==> src/rtl/eot_pkg.sv <==
package eot_pkg;
  // register addresses on both ports
  localparam logic ADDR_MODE = 1'b0;
  localparam logic ADDR_TRIG = 1'b1;
endpackage

==> src/rtl/eot_task_decode.sv <==
module eot_task_decode #(
  parameter int N_TASKS = 8,
  parameter int IDX_W   = 3
) (
  input  logic               done_vld,
  input  logic [IDX_W-1:0]   done_idx,
  output logic [N_TASKS-1:0] done_hot
);
  for (genvar j = 0; j < N_TASKS; j++) begin : g_dec
    assign done_hot[j] = done_vld && (done_idx == IDX_W'(j));
  end
endmodule

==> src/rtl/eot_regfile.sv <==
module eot_regfile
  import eot_pkg::*;
#(
  parameter int N_TASKS = 8
) (
  input  logic               clk,
  input  logic               rst,
  input  logic               cp_wr,
  input  logic               cp_addr,
  input  logic [N_TASKS-1:0] cp_wdata,
  input  logic               hs_wr,
  input  logic               hs_addr,
  input  logic [N_TASKS-1:0] hs_wdata,
  output logic [N_TASKS-1:0] cp_rdata,
  output logic [N_TASKS-1:0] hs_rdata,
  output logic [N_TASKS-1:0] mode_q,
  output logic [N_TASKS-1:0] trig_req
);
  // trigger register is a strobe only: nothing is stored
  assign trig_req = (cp_wr && cp_addr == ADDR_TRIG) ? cp_wdata : '0;

  always_ff @(posedge clk) begin
    if (rst) begin
      mode_q   <= '0;
      cp_rdata <= '0;
      hs_rdata <= '0;
    end else begin
      if (cp_wr && cp_addr == ADDR_MODE) mode_q <= cp_wdata;
      cp_rdata <= (cp_addr == ADDR_MODE) ? mode_q : '0;
      hs_rdata <= (hs_addr == ADDR_MODE) ? mode_q : '0;
    end
  end

  AST_HOST_WRITE_IGNORED: assert property (@(posedge clk) disable iff (rst)
    (hs_wr && hs_addr == ADDR_MODE && hs_wdata != mode_q && !cp_wr) |=> $stable(mode_q));
  AST_TRIG_READS_ZERO: assert property (@(posedge clk) disable iff (rst)
    (cp_addr == ADDR_TRIG && hs_addr == ADDR_TRIG) |=> (cp_rdata == '0 && hs_rdata == '0));
endmodule

==> src/rtl/eot_pulse_gen.sv <==
module eot_pulse_gen #(
  parameter int N_TASKS = 8
) (
  input  logic               clk,
  input  logic               rst,
  input  logic [N_TASKS-1:0] done_hot,
  input  logic [N_TASKS-1:0] trig_req,
  input  logic [N_TASKS-1:0] mode_q,
  output logic [N_TASKS-1:0] irq
);
  for (genvar i = 0; i < N_TASKS; i++) begin : g_line
    logic fire;
    // mode selects the single source of the line, so a collision is one pulse
    assign fire = mode_q[i] ? trig_req[i] : done_hot[i];

    always_ff @(posedge clk) begin
      if (rst) irq[i] <= 1'b0;
      else     irq[i] <= fire;
    end

    AST_COMPLETION_PULSE: assert property (@(posedge clk) disable iff (rst)
      (done_hot[i] && !mode_q[i]) |=> irq[i]);
    AST_COMPLETION_MUTED: assert property (@(posedge clk) disable iff (rst)
      (done_hot[i] && mode_q[i] && !trig_req[i]) |=> !irq[i]);
    AST_TRIGGER_PULSE: assert property (@(posedge clk) disable iff (rst)
      (trig_req[i] && mode_q[i]) |=> irq[i]);
    AST_TRIGGER_DROPPED: assert property (@(posedge clk) disable iff (rst)
      (trig_req[i] && !mode_q[i] && !done_hot[i]) |=> !irq[i]);
  end
endmodule

==> src/rtl/eot_irq_gen.sv <==
module eot_irq_gen #(
  parameter  int N_TASKS = 8,
  localparam int IDX_W   = (N_TASKS > 1) ? $clog2(N_TASKS) : 1
) (
  input  logic               clk,
  input  logic               rst,
  input  logic               done_vld,
  input  logic [IDX_W-1:0]   done_idx,
  input  logic               cp_wr,
  input  logic               cp_addr,
  input  logic [N_TASKS-1:0] cp_wdata,
  output logic [N_TASKS-1:0] cp_rdata,
  input  logic               hs_wr,
  input  logic               hs_addr,
  input  logic [N_TASKS-1:0] hs_wdata,
  output logic [N_TASKS-1:0] hs_rdata,
  output logic [N_TASKS-1:0] irq
);
  logic [N_TASKS-1:0] done_hot;
  logic [N_TASKS-1:0] mode_q;
  logic [N_TASKS-1:0] trig_req;

  eot_task_decode #(.N_TASKS(N_TASKS), .IDX_W(IDX_W)) u_dec (
    .done_vld (done_vld),
    .done_idx (done_idx),
    .done_hot (done_hot)
  );

  eot_regfile #(.N_TASKS(N_TASKS)) u_regs (
    .clk      (clk),
    .rst      (rst),
    .cp_wr    (cp_wr),
    .cp_addr  (cp_addr),
    .cp_wdata (cp_wdata),
    .hs_wr    (hs_wr),
    .hs_addr  (hs_addr),
    .hs_wdata (hs_wdata),
    .cp_rdata (cp_rdata),
    .hs_rdata (hs_rdata),
    .mode_q   (mode_q),
    .trig_req (trig_req)
  );

  eot_pulse_gen #(.N_TASKS(N_TASKS)) u_pulse (
    .clk      (clk),
    .rst      (rst),
    .done_hot (done_hot),
    .trig_req (trig_req),
    .mode_q   (mode_q),
    .irq      (irq)
  );

  AST_RESET_QUIET: assert property (@(posedge clk) rst |=> (irq == '0));
endmodule

==> config.mk <==
export PLATFORM = sky130hd
export DESIGN_NAME = eot_irq_gen
export DESIGN_NICKNAME = d
export VERILOG_FILES = /design/src/rtl/eot_pkg.sv /design/src/rtl/eot_task_decode.sv /design/src/rtl/eot_regfile.sv /design/src/rtl/eot_pulse_gen.sv /design/src/rtl/eot_irq_gen.sv
export SDC_FILE = /design/constraint.sdc
export NUM_CORES = 1
export LEC_CHECK = 0
export BUFFER_PORTS_ARGS = -buffer_cell sky130_fd_sc_hd__buf_2
export CORE_UTILIZATION = 40
export DETAILED_ROUTE_END_ITERATION = 16
export PLACE_DENSITY = 0.8
export SLEW_MARGIN = 20
export SYNTH_ARGS = -nofsm -noshare
export SYNTH_HDL_FRONTEND = slang
export SYNTH_HIERARCHICAL = 1
export SYNTH_SLANG_ARGS = --single-unit
==> constraint.sdc <==
create_clock -name clk -period 1.15 [get_ports clk]
set_clock_uncertainty 0.1 [all_clocks]
set_input_delay 0.0575 -clock clk [delete_from_list [all_inputs] [get_ports clk]]
set_output_delay 0.0575 -clock clk [all_outputs]
set_load 0.01 [all_outputs]
==> impl_metrics.py <==
metrics = {
    "worst_hold_path": {
        "min_from": "cp_wr",
        "hold_class": "primary input to flop",
        "hold_depth": 3,
    },
    "power": {
        "p_int_w": 0.00147,
        "leakage_nw": 0.745,
        "clkPwrFrac_pct": 29.7,
        "pwr-share-seq_pct": 59.4,
        "finalPower_w": 0.00194,
        "switchingPower_w": 0.000472,
        "p_per_area_mw_per_mm2": 1180,
        "switching_share_pct": 24.3,
        "ir_drop_mv": 0.418,
        "combPwrFrac_pct": 10.9,
    },
    "timing": {
        "finalMaxSlewViolations": 0,
        "max_freq_ghz": 0.933,
        "tightest_slew_ns": 0.267,
        "layout_setup_ws_ns": 0.0783,
        "finalHoldViolations": 0,
        "min_period_ns": 1.07,
        "setup_viol": 0,
        "hold_slack_ns": 0.0448,
        "slew_headroom_pct": 82.2,
        "rsz0062_at_grt": "no",
        "setup_tns_ns": 0,
        "finalCritPeriodShare_pct": 93.2,
    },
    "setup_path": {
        "crit_family": "buffers and inverters",
        "path_max_fanout": 26,
        "cp_num_cells": 4,
        "worst_ep_required_time_ns": 1.31,
        "cp_slowest_cell": "dlygate4sd3_1",
        "endpoint_kind": "flop",
        "cp-startpoint": "rst",
        "timing.critical_path.slowest_cell_delay_ns": 0.54,
        "startpoint_type": "primary input",
        "reg2reg_depth": 2,
        "crit_chain": "dlygate4sd3_1 -> clkbuf_4 -> nor2_4 -> and2_1",
        "path_buf_inv": 2,
        "reg2reg_from": "u_regs/mode_q[3]",
        "path_class": "primary input to flop",
        "critPathArrivalTime_ns": 1.23,
    },
    "global_route": {
        "grt_max_degree": 27,
        "overflow": 0,
        "grt_pass1_vias": 853,
        "grt_use_total_pct": 15.8,
        "antenna_found_initial": 0,
        "grt_pass1_wl_mm": 3.87,
    },
    "synthesis": {
        "syn-num-nets": 137,
        "ys_types": 17,
        "synthCells": 111,
        "avgSynthCellArea_um2": 11.4,
        "yosys_warnings": 6,
        "netlist_area_mm2": 0.00126,
        "yosysSeqAreaShare_pct": 50.6,
        "ys_ff_latch": 32,
    },
    "floorplan": {
        "die_w_um": 58.2,
        "fp-row-count": 20,
        "num_io_pins": 50,
        "initial_core_util_pct": 41.8,
        "dieArea_mm2": 0.00339,
        "core_area_mm2": 0.00303,
        "die_h_um": 58.2,
    },
    "cells_and_area": {
        "area_growth_pct": 30.0,
        "nets": 190,
        "final_cell_area_mm2": 0.00164,
        "layout_commonest_cell": "buf_2",
        "drive_above_1_share_pct": 39.6,
        "final_cell_mix": "39 x buf_2, 32 x dfxtp_1, 16 x and2_1",
        "n_antenna_cell": 0,
    },
    "detailed_routing": {
        "drt-total-wl_mm": 2.48,
        "drc": 0,
        "viasPerCell": 4.63,
        "drtIter0Drc": 26,
        "ant_nets": 0,
        "avgRoutedWirePerCell_um": 11.9,
        "vias": 962,
        "dr.pass1.iters": 4,
    },
    "clock_tree": {
        "post_cts_buffers": 0,
        "cts_tree": "yes",
        "cts.sinks": 32,
        "numCtsBuffers": 5,
        "cts-root-buf": "clkbuf_4",
        "cts.htree.levels": 2,
        "worstSkewPairLatency_ns": 0.33,
        "clockBufferDepth": 2,
        "clkTransAtPathRegs_ns": 0.10,
    },
    "placement": {
        "pre_cts_slack_ns": 0.232,
        "routabilityCongestion": 0.697,
        "placed_area_mm2": 0.00149,
        "dp_hpwl_mm": 1.60,
        "portBuffers": 40,
    },
    "status": {
        "outcome": "complete, no violations",
    },
    "flow_run": {
        "maxCapViolCount": 0,
    },
}
==> logic make-up (layout without fill, tap and decap cells) <==
family / Yosys count / after routing / synth area share, %
AND/OR/NAND/NOR: 59 / 59 / 34.7
flip-flops: 32 / 32 / 50.6
AO/OA/AOI/OAI: 8 / 8 / 5.54
multiplexers: 8 / 8 / 6.33
buffers and inverters: 4 / 57 / 2.77
==> worst paths after layout <==
path	endpoint	slack (ns)
setup reg to reg	u_pulse/irq[3]	0.26
setup / recovery	u_regs/hs_rdata[2]	0.08
hold / removal	u_regs/mode_q[7]	0.04
hold reg to reg	u_regs/mode_q[0]	0.41
==> stage by stage <==
step,utilization (%),cells
after global placement,49.0,191
after floorplan,-,111
after detailed placement,49.0,191
final,54.3,208
after CTS,53.9,208
after global routing,54.3,208
==> final cells by class <==
type                            instances  area, um2
Fill cell                             268       1380
Tap cell                               44       55.1
Clock inverter                          1       5.00
Clock buffer                            6       41.3
Sequential cell                        32        641
Timing Repair Buffer                   50        303
Multi-Input combinational cell         75        599
==> worst min-delay path, delay by kind of cell <==
kind / cells / cell delay [ns]
AND/OR/NAND/NOR: 1 / 0.14
AO/OA/AOI/OAI: 1 / 0.05
buffers and inverters: 1 / 0.18
==> synth_stat cells <==
library cell | instances | area (um2)
and2_1 | 16 | 100
and2b_4 | 1 | 10.0
and3_1 | 8 | 50.1
and4_2 | 1 | 10.0
and4b_2 | 3 | 33.8
and4bb_2 | 3 | 37.5
buf_2 | 1 | 5.00
buf_4 | 1 | 7.51
buf_6 | 2 | 22.5
dfxtp_1 | 32 | 641
mux2i_1 | 8 | 80.1
nand2b_1 | 8 | 50.1
nand4bb_1 | 8 | 90.1
nor2_1 | 8 | 30.0
nor2_2 | 2 | 12.5
nor4b_2 | 1 | 15.0
o21ai_2 | 8 | 70.1
==> power by group through the flow <==
stage	combinational, W	sequential, W	clock (W)
floorplan	0.000102	0.00119	0
detailed placement	0.000177	0.00118	0
global route	0.000230	0.00116	0.000634
CTS	0.000204	0.00116	0.000588
global placement	0.000172	0.00118	0
finish	0.000212	0.00115	0.000577
==> per-layer routing <==
layer / global-route usage [%] / wire length [um] / vias up
li1: - / - / 493
met1: 18.3 / 1150 / 427
met2: 23.6 / 1140 / 36
met3: 5.80 / 123 / 6
met4: 11.9 / 65 / 0
met5: 0 / 0 / -
==> flip-flops by register name, indices dropped and copies added (netlist names) <==
name and count:
u_pulse/irq 8, u_regs/cp_rdata 8, u_regs/hs_rdata 8, u_regs/mode_q 8
==> timing repair <==
| item | CTS | global route |
|---|---|---|
| hold buffers | 10 | 0 |
| setup endpoints to repair | 0 | 16 |
| hold endpoints to repair | 17 | 0 |
| gates resized for setup | 0 | 3 |
No activity file was read; power rests on OpenSTA's default activity.
